File: config.mk
export PLATFORM = sky130hd
export DESIGN_NAME = hbridge_wave_gen
export DESIGN_NICKNAME = d
export VERILOG_FILES = /design/src/rtl/hbw_pkg.sv /design/src/rtl/hbw_len.sv /design/src/rtl/hbw_seq.sv /design/src/rtl/hbw_outmap.sv /design/src/rtl/hbridge_wave_gen.sv
export SDC_FILE = /design/constraint.sdc
export NUM_CORES = 1
export LEC_CHECK = 0
export ABC_AREA = 1
export CAP_MARGIN = 0
export CORE_UTILIZATION = 60
export DETAILED_ROUTE_END_ITERATION = 7
export PLACE_DENSITY = 0.92
export SYNTH_ARGS = -nofsm -noshare
export SYNTH_HDL_FRONTEND = slang
export SYNTH_SLANG_ARGS = --single-unit
File: constraint.sdc
create_clock -name clk -period 7.3 [get_ports clk]
set_clock_uncertainty 0.05 [all_clocks]
set_input_delay 1.46 -clock clk [delete_from_list [all_inputs] [get_ports clk]]
set_output_delay 1.46 -clock clk [all_outputs]
set_load 0.03 [all_outputs]
File: src/rtl/hbw_pkg.sv
package hbw_pkg;
    // Even encodings are the floating dead-time slots.
    typedef enum logic [2:0] {
        PH_DEAD0 = 3'd0,
        PH_FWD   = 3'd1,
        PH_DEAD1 = 3'd2,
        PH_BRK1  = 3'd3,
        PH_DEAD2 = 3'd4,
        PH_REV   = 3'd5,
        PH_DEAD3 = 3'd6,
        PH_BRK2  = 3'd7
    } phase_e;

    typedef enum logic [1:0] {
        LEG_OFF = 2'd0,
        LEG_HI  = 2'd1,
        LEG_LO  = 2'd2
    } leg_e;
endpackage

File: src/rtl/hbw_len.sv
module hbw_len
    import hbw_pkg::*;
#(
    parameter int FW = 8,
    parameter int OW = 3,
    parameter int LW = FW + OW + 1
) (
    input  logic [FW-1:0] fwd_len,
    input  logic [FW-1:0] brk1_len,
    input  logic [FW-1:0] rev_len,
    input  logic [FW-1:0] brk2_len,
    input  logic [OW-1:0] prescale,
    input  logic          quick_dead,
    input  phase_e        ph,
    output logic [LW-1:0] len
);
    logic [OW:0]   per;
    logic          fast;
    logic [FW-1:0] nper;
    logic [LW-1:0] ext;

    always_comb begin
        per  = (OW+1)'(prescale) + (OW+1)'(1);
        fast = quick_dead && (prescale != '0);
        ext  = fast ? (LW'(per) - LW'(1)) : '0;
        unique case (ph)
            PH_FWD:  nper = (fwd_len  == '0) ? FW'(1) : fwd_len;
            PH_BRK1: nper = (brk1_len == '0) ? '0 : brk1_len - FW'(1);
            PH_REV:  nper = (rev_len  == '0) ? '0 : rev_len  - FW'(1);
            PH_BRK2: nper = (brk2_len == '0) ? '0 : brk2_len - FW'(1);
            default: nper = '0;
        endcase
        if (!ph[0]) begin
            len = fast ? LW'(1) : LW'(per);
        end else begin
            len = LW'(nper) * LW'(per) + ext;
        end
    end
endmodule

File: src/rtl/hbw_seq.sv
module hbw_seq
    import hbw_pkg::*;
#(
    parameter int FW = 8,
    parameter int OW = 3,
    parameter int LW = FW + OW + 1
) (
    input  logic          clk,
    input  logic          rst_n,
    input  logic          run,
    input  logic [FW-1:0] fwd_len,
    input  logic [FW-1:0] brk1_len,
    input  logic [FW-1:0] rev_len,
    input  logic [FW-1:0] brk2_len,
    input  logic [OW-1:0] prescale,
    input  logic          quick_dead,
    input  logic          brake_float,
    input  logic          swap_dir,
    output phase_e        ph,
    output logic          active,
    output logic          flt,
    output logic          swp,
    output logic          cycle_end
);
    typedef struct packed {
        logic          active;
        phase_e        ph;
        logic [LW-1:0] cnt;
        logic [FW-1:0] fwd;
        logic [FW-1:0] brk1;
        logic [FW-1:0] rev;
        logic [FW-1:0] brk2;
        logic [OW-1:0] psc;
        logic          qd;
        logic          flt;
        logic          swp;
    } seq_t;

    seq_t          s_d, s_q;
    phase_e        ph_n1, ph_n2;
    logic [LW-1:0] len_n1, len_n2, len_st;
    logic          last_ph;

    assign ph_n1 = phase_e'(s_q.ph + 3'd1);
    assign ph_n2 = phase_e'(s_q.ph + 3'd2);

    hbw_len #(.FW(FW), .OW(OW), .LW(LW)) u_len_n1 (
        .fwd_len(s_q.fwd), .brk1_len(s_q.brk1), .rev_len(s_q.rev), .brk2_len(s_q.brk2),
        .prescale(s_q.psc), .quick_dead(s_q.qd), .ph(ph_n1), .len(len_n1)
    );
    hbw_len #(.FW(FW), .OW(OW), .LW(LW)) u_len_n2 (
        .fwd_len(s_q.fwd), .brk1_len(s_q.brk1), .rev_len(s_q.rev), .brk2_len(s_q.brk2),
        .prescale(s_q.psc), .quick_dead(s_q.qd), .ph(ph_n2), .len(len_n2)
    );
    hbw_len #(.FW(FW), .OW(OW), .LW(LW)) u_len_st (
        .fwd_len(fwd_len), .brk1_len(brk1_len), .rev_len(rev_len), .brk2_len(brk2_len),
        .prescale(prescale), .quick_dead(quick_dead), .ph(PH_DEAD0), .len(len_st)
    );

    always_comb begin
        last_ph   = (s_q.ph == PH_BRK2) || ((s_q.ph == PH_DEAD3) && (len_n1 == '0));
        cycle_end = s_q.active && (s_q.cnt == '0) && last_ph;
        s_d       = s_q;
        if (!run) begin
            s_d.active = 1'b0;
            s_d.ph     = PH_DEAD0;
            s_d.cnt    = '0;
        end else if (!s_q.active || cycle_end) begin
            s_d.active = 1'b1;
            s_d.ph     = PH_DEAD0;
            s_d.cnt    = len_st - LW'(1);
            s_d.fwd    = fwd_len;
            s_d.brk1   = brk1_len;
            s_d.rev    = rev_len;
            s_d.brk2   = brk2_len;
            s_d.psc    = prescale;
            s_d.qd     = quick_dead;
            s_d.flt    = brake_float;
            s_d.swp    = swap_dir;
        end else if (s_q.cnt != '0) begin
            s_d.cnt = s_q.cnt - LW'(1);
        end else if (len_n1 != '0) begin
            s_d.ph  = ph_n1;
            s_d.cnt = len_n1 - LW'(1);
        end else begin
            // an empty phase is always followed by a dead slot of non-zero length
            s_d.ph  = ph_n2;
            s_d.cnt = len_n2 - LW'(1);
        end
    end

    always_ff @(posedge clk or negedge rst_n) begin
        if (!rst_n) s_q <= '0;
        else        s_q <= s_d;
    end

    assign ph     = s_q.ph;
    assign active = s_q.active;
    assign flt    = s_q.flt;
    assign swp    = s_q.swp;

    p_cfg_frozen_r10: assert property (@(posedge clk) disable iff (!rst_n)
        (s_q.active && run && !cycle_end) |=>
            $stable({s_q.fwd, s_q.brk1, s_q.rev, s_q.brk2, s_q.psc, s_q.qd, s_q.flt, s_q.swp}));

    p_phase_held_r4: assert property (@(posedge clk) disable iff (!rst_n)
        (s_q.active && run && (s_q.cnt != '0)) |=> $stable(s_q.ph));

    p_restart_dead_r12: assert property (@(posedge clk) disable iff (!rst_n)
        (run && !s_q.active) |=> (s_q.ph == PH_DEAD0));
endmodule

File: src/rtl/hbw_outmap.sv
module hbw_outmap
    import hbw_pkg::*;
(
    input  logic       active,
    input  phase_e     ph,
    input  logic       flt,
    input  logic       swp,
    output logic [1:0] hi_en,
    output logic [1:0] lo_en
);
    leg_e leg1, leg2;
    leg_e legs [2];

    always_comb begin
        leg1 = LEG_OFF;
        leg2 = LEG_OFF;
        if (active) begin
            case (ph)
                PH_FWD: begin leg1 = LEG_HI; leg2 = LEG_LO; end
                PH_REV: begin leg1 = LEG_LO; leg2 = LEG_HI; end
                PH_BRK1, PH_BRK2: begin
                    if (!flt) begin leg1 = LEG_LO; leg2 = LEG_LO; end
                end
                default: ;
            endcase
        end
        legs[0] = swp ? leg2 : leg1;
        legs[1] = swp ? leg1 : leg2;
    end

    for (genvar g = 0; g < 2; g++) begin : g_leg
        assign hi_en[g] = (legs[g] == LEG_HI);
        assign lo_en[g] = (legs[g] == LEG_LO);
    end
endmodule

File: src/rtl/hbridge_wave_gen.sv
module hbridge_wave_gen
    import hbw_pkg::*;
#(
    parameter int FW = 8,
    parameter int OW = 3
) (
    input  logic          clk,
    input  logic          rst_n,
    input  logic          run,
    input  logic [FW-1:0] fwd_len,
    input  logic [FW-1:0] brk1_len,
    input  logic [FW-1:0] rev_len,
    input  logic [FW-1:0] brk2_len,
    input  logic [OW-1:0] prescale,
    input  logic          quick_dead,
    input  logic          brake_float,
    input  logic          swap_dir,
    output logic          out_a_hi,
    output logic          out_a_lo,
    output logic          out_b_hi,
    output logic          out_b_lo,
    output logic          cycle_done
);
    localparam int LW = FW + OW + 1;

    phase_e     ph;
    logic       active, flt, swp;
    logic [1:0] hi_en, lo_en;

    hbw_seq #(.FW(FW), .OW(OW), .LW(LW)) u_seq (
        .clk(clk), .rst_n(rst_n), .run(run),
        .fwd_len(fwd_len), .brk1_len(brk1_len), .rev_len(rev_len), .brk2_len(brk2_len),
        .prescale(prescale), .quick_dead(quick_dead), .brake_float(brake_float),
        .swap_dir(swap_dir), .ph(ph), .active(active), .flt(flt), .swp(swp),
        .cycle_end(cycle_done)
    );

    hbw_outmap u_map (
        .active(active), .ph(ph), .flt(flt), .swp(swp), .hi_en(hi_en), .lo_en(lo_en)
    );

    assign out_a_hi = hi_en[0];
    assign out_a_lo = lo_en[0];
    assign out_b_hi = hi_en[1];
    assign out_b_lo = lo_en[1];

    p_no_short_a_r9: assert property (@(posedge clk) disable iff (!rst_n)
        !(out_a_hi && out_a_lo));
    p_no_short_b_r9: assert property (@(posedge clk) disable iff (!rst_n)
        !(out_b_hi && out_b_lo));
    p_drive_pair_a_r8: assert property (@(posedge clk) disable iff (!rst_n)
        out_a_hi |-> out_b_lo);
    p_drive_pair_b_r8: assert property (@(posedge clk) disable iff (!rst_n)
        out_b_hi |-> out_a_lo);
    p_stop_quiet_r12: assert property (@(posedge clk) disable iff (!rst_n)
        !run |=> !(out_a_hi || out_a_lo || out_b_hi || out_b_lo || cycle_done));
    p_done_then_dead_r11: assert property (@(posedge clk) disable iff (!rst_n)
        cycle_done |=> !(out_a_hi || out_a_lo || out_b_hi || out_b_lo));
endmodule

==> flow_summary.ini <==
[outcome]
status = finished clean

[sta]
hold_viol_final = 0
slew_violations = 0
whs_ps = 484.0
relSlewSlack_pct = 46.76
finalSetupTns_ps = 0
finalCritPeriodShare_pct = 97.56
setup_viol = 0
worst_pin_slew_ps = 797.7
clock.fmax_mhz = 140.4
layout_min_cycle_time_ps = 7122

[final_layout]
drive_gt1_share_pct = 12.36
multi_input_area_mm2 = 0.005007
layout_common_cells = 222 x nand2_1, 178 x inv_1, 127 x nor2_1
syn_to_final_growth_pct = 14.38
fin_nets = 1213
num-fill-cells = 861
final_common_cell = nand2_1
num_antenna_cells = 0
regArea_mm2 = 0.001354
stdcell_count = 1219

[critical_path]
worstRegToRegCells = 36
r2r_end = u_seq.s_q[46]
startpoint_type = flip-flop
critPathCaptureType = primary output
critPathMaxFanout = 6
r2r-start = u_seq.ph[1]
r2r_setup_slack_ps = 930
arrival_ps = 5610
worstPathRequired_ps = 5790
path_class = flip-flop to primary output

[yosys]
ys_warn_count = 0
syn-cell-area_mm2 = 0.006994
synth_edf_count = 0
syn_area_per_cell_um2 = 6.797
async_flop_share_pct = 100.0
ys_seq_area_share_pct = 19.32
synth_flop_cell = dfrtp_1
yosys.area.top_type_share_pct = 19.32
synth_cell_types = 49
synth_top_area_cell = dfrtp_1
ys_ff_latch = 54
synth_cells = 1029
ys_top_cells_by_area = dfrtp_1 19%, nand2_1 12%, fa_1 12%

[worst_hold_path]
worst_hold_path_type = flip-flop to flip-flop
hold-path-endpoint = u_seq.flt
min_path_cells = 1
hold_start = u_seq.flt

[cts]
cts_made_buffers = 5
clkTransAtPathRegs_ps = 70
htreeDepth = 2
clk_latency_ps = 300
cts_tree = yes
root_buffer = clkbuf_16
cts_buffer_depth = 2
clock-sinks = 54
hold_buffers = 0

[pwr]
total_power_w = 0.001900
power_density_mw_per_mm2 = 237.5
vdd_ir_drop_max_v = 0.0002657
leakage_nw = 4.208

[route]
via_per_inst = 5.769
drt-initial-drc-count = 779
drt_wl_total_um = 18850
firstDrtPassIters = 6
wire_per_inst_um = 15.46
vias = 7033
drc = 0
final_antenna_net_count = 0

[grt]
grt_pass1_vias = 6655
track_usage_pct = 32.03
grt_overflow = 0
antenna_found_initial = 0
grt_max_degree = 55
grt_pass1_wl_um = 29970

[placement]
dpl.cell_count = 1207
hpwl_um = 14600
gp_congestion = 0.9593
port_buffers = 45

[floorplan]
pin_count = 46
die_area_mm2 = 0.01209
rows = 39
die_w_um = 110.0
initial_utilization_pct = 61.52
die_height_um = 110.0
core-area_mm2 = 0.01137

[flow_run]
drv_cap = 0
[per-stage QoR]
stage	area [um2]	utilization, %	setup slack [ps]
floorplan	7003	-	126.8
global placement	7571	66.59	325.8
detailed placement	7571	66.59	170.6
CTS	7736	68.04	59.75
global route	8000	70.36	-93.50
finish	8000	70.36	178.4
[layout make-up]
type / count / share of cell area (%)
Clock buffer: 5 / 1.564
Clock inverter: 2 / 0.2190
Inverter: 197 / 9.274
Multi-Input combinational cell: 757 / 62.59
Sequential cell: 54 / 16.92
Tap cell: 143 / 2.236
Timing Repair Buffer: 61 / 7.194
[worst max path at each step]
| stage | startpoint | to | slack (ps) | cells past startpoint |
|---|---|---|---|---|
| finish | u_seq.ph[1] | cycle_done | 180 | 27 |
| global route | u_seq.s_q[14] | cycle_done | -90 | 30 |
| CTS | u_seq.ph[1] | cycle_done | 60 | 27 |
| detailed placement | u_seq.ph[1] | cycle_done | 170 | 26 |
| global placement | u_seq.ph[1] | cycle_done | 330 | 26 |
| floorplan | u_seq.ph[0] | cycle_done | 130 | 28 |
[flip-flops by register name, indices dropped and copies added, names as in the netlist]
signal        count
u_seq.s_q        48
u_seq.active      1
u_seq.flt         1
u_seq.ph          3
u_seq.swp         1
[routing by layer]
metal  wire length [um]  part of all wire (%)  up-vias  GRT usage, %
met4                675                   3.6        0         13.05
met1               7509                    40     3230         41.37
met5                  0                     0        -             0
met2               8973                    48      407         53.35
met3               1691                   9.0       68         5.157
li1                   -                     -     3328             -
[power by group]
group / switching [W] / internal, W
sequential: 0.0000341 / 0.000335
clock: 0.000117 / 0.000128
combinational: 0.000797 / 0.000489
total: 0.000948 / 0.000953
[kinds of logic (layout without fill, tap and decap cells)]
family	Yosys count	count (layout)	share of synthesized area [%]
compound gates	154	154	12.67
xor+xnor	13	13	1.628
fa+ha+maj	96	96	21.68
buf+inv	219	265	12.56
flops	54	54	19.32
mux	4	4	0.8587
other cells	1	2	0.05362
simple gates	488	488	31.23
[synth_stat cells, types with 2 or more instances]
master / n
a21o_1: 4
a21oi_1: 70
a221oi_1: 2
a22o_1: 6
a31oi_1: 5
and2_4: 2
buf_2: 6
buf_6: 6
clkbuf_1: 9
dfrtp_1: 54
fa_1: 42
ha_1: 54
inv_1: 187
inv_2: 9
mux2_4: 4
nand2_1: 226
nand2_2: 12
nand2_4: 2
nand3_1: 60
nand3_2: 7
nand3_4: 3
nand3b_1: 3
nand4_1: 11
nor2_1: 130
nor2_2: 8
nor2_4: 5
nor3_1: 9
nor4_1: 2
o211ai_1: 2
o21ai_0: 41
o21ai_1: 7
o21ai_2: 2
o21bai_1: 3
o22ai_1: 4
o31ai_1: 2
or2_2: 6
xnor2_1: 6
xor2_1: 7
[critical path, cell delays in order, from the launching register on]
cell	delay (ps)
dfrtp_2	460
ha_4	200
ha_4	330
nand2_2	100
inv_2	110
nand3_1	80
nand2_1	110
nor2_2	60
nor2_1	140
nand2_1	110
fa_1	570
inv_1	70
fa_1	560
fa_1	460
ha_4	330
nand2_1	70
nor2_2	130
nand2_1	90
nand3_1	90
nand2_1	110
nand3_4	110
nand2_1	90
nor2_4	120
nand3_4	100
nor2_4	180
a31oi_4	120
nor3_2	230
buf_4	200
[repair_timing]
item	4_1_cts	5_1_grt
endpoints found under the setup margin	1	1
setup buffers	0	5
pin swaps	0	17
gates resized for setup	7	53
Power figures use the tool's default switching activity.
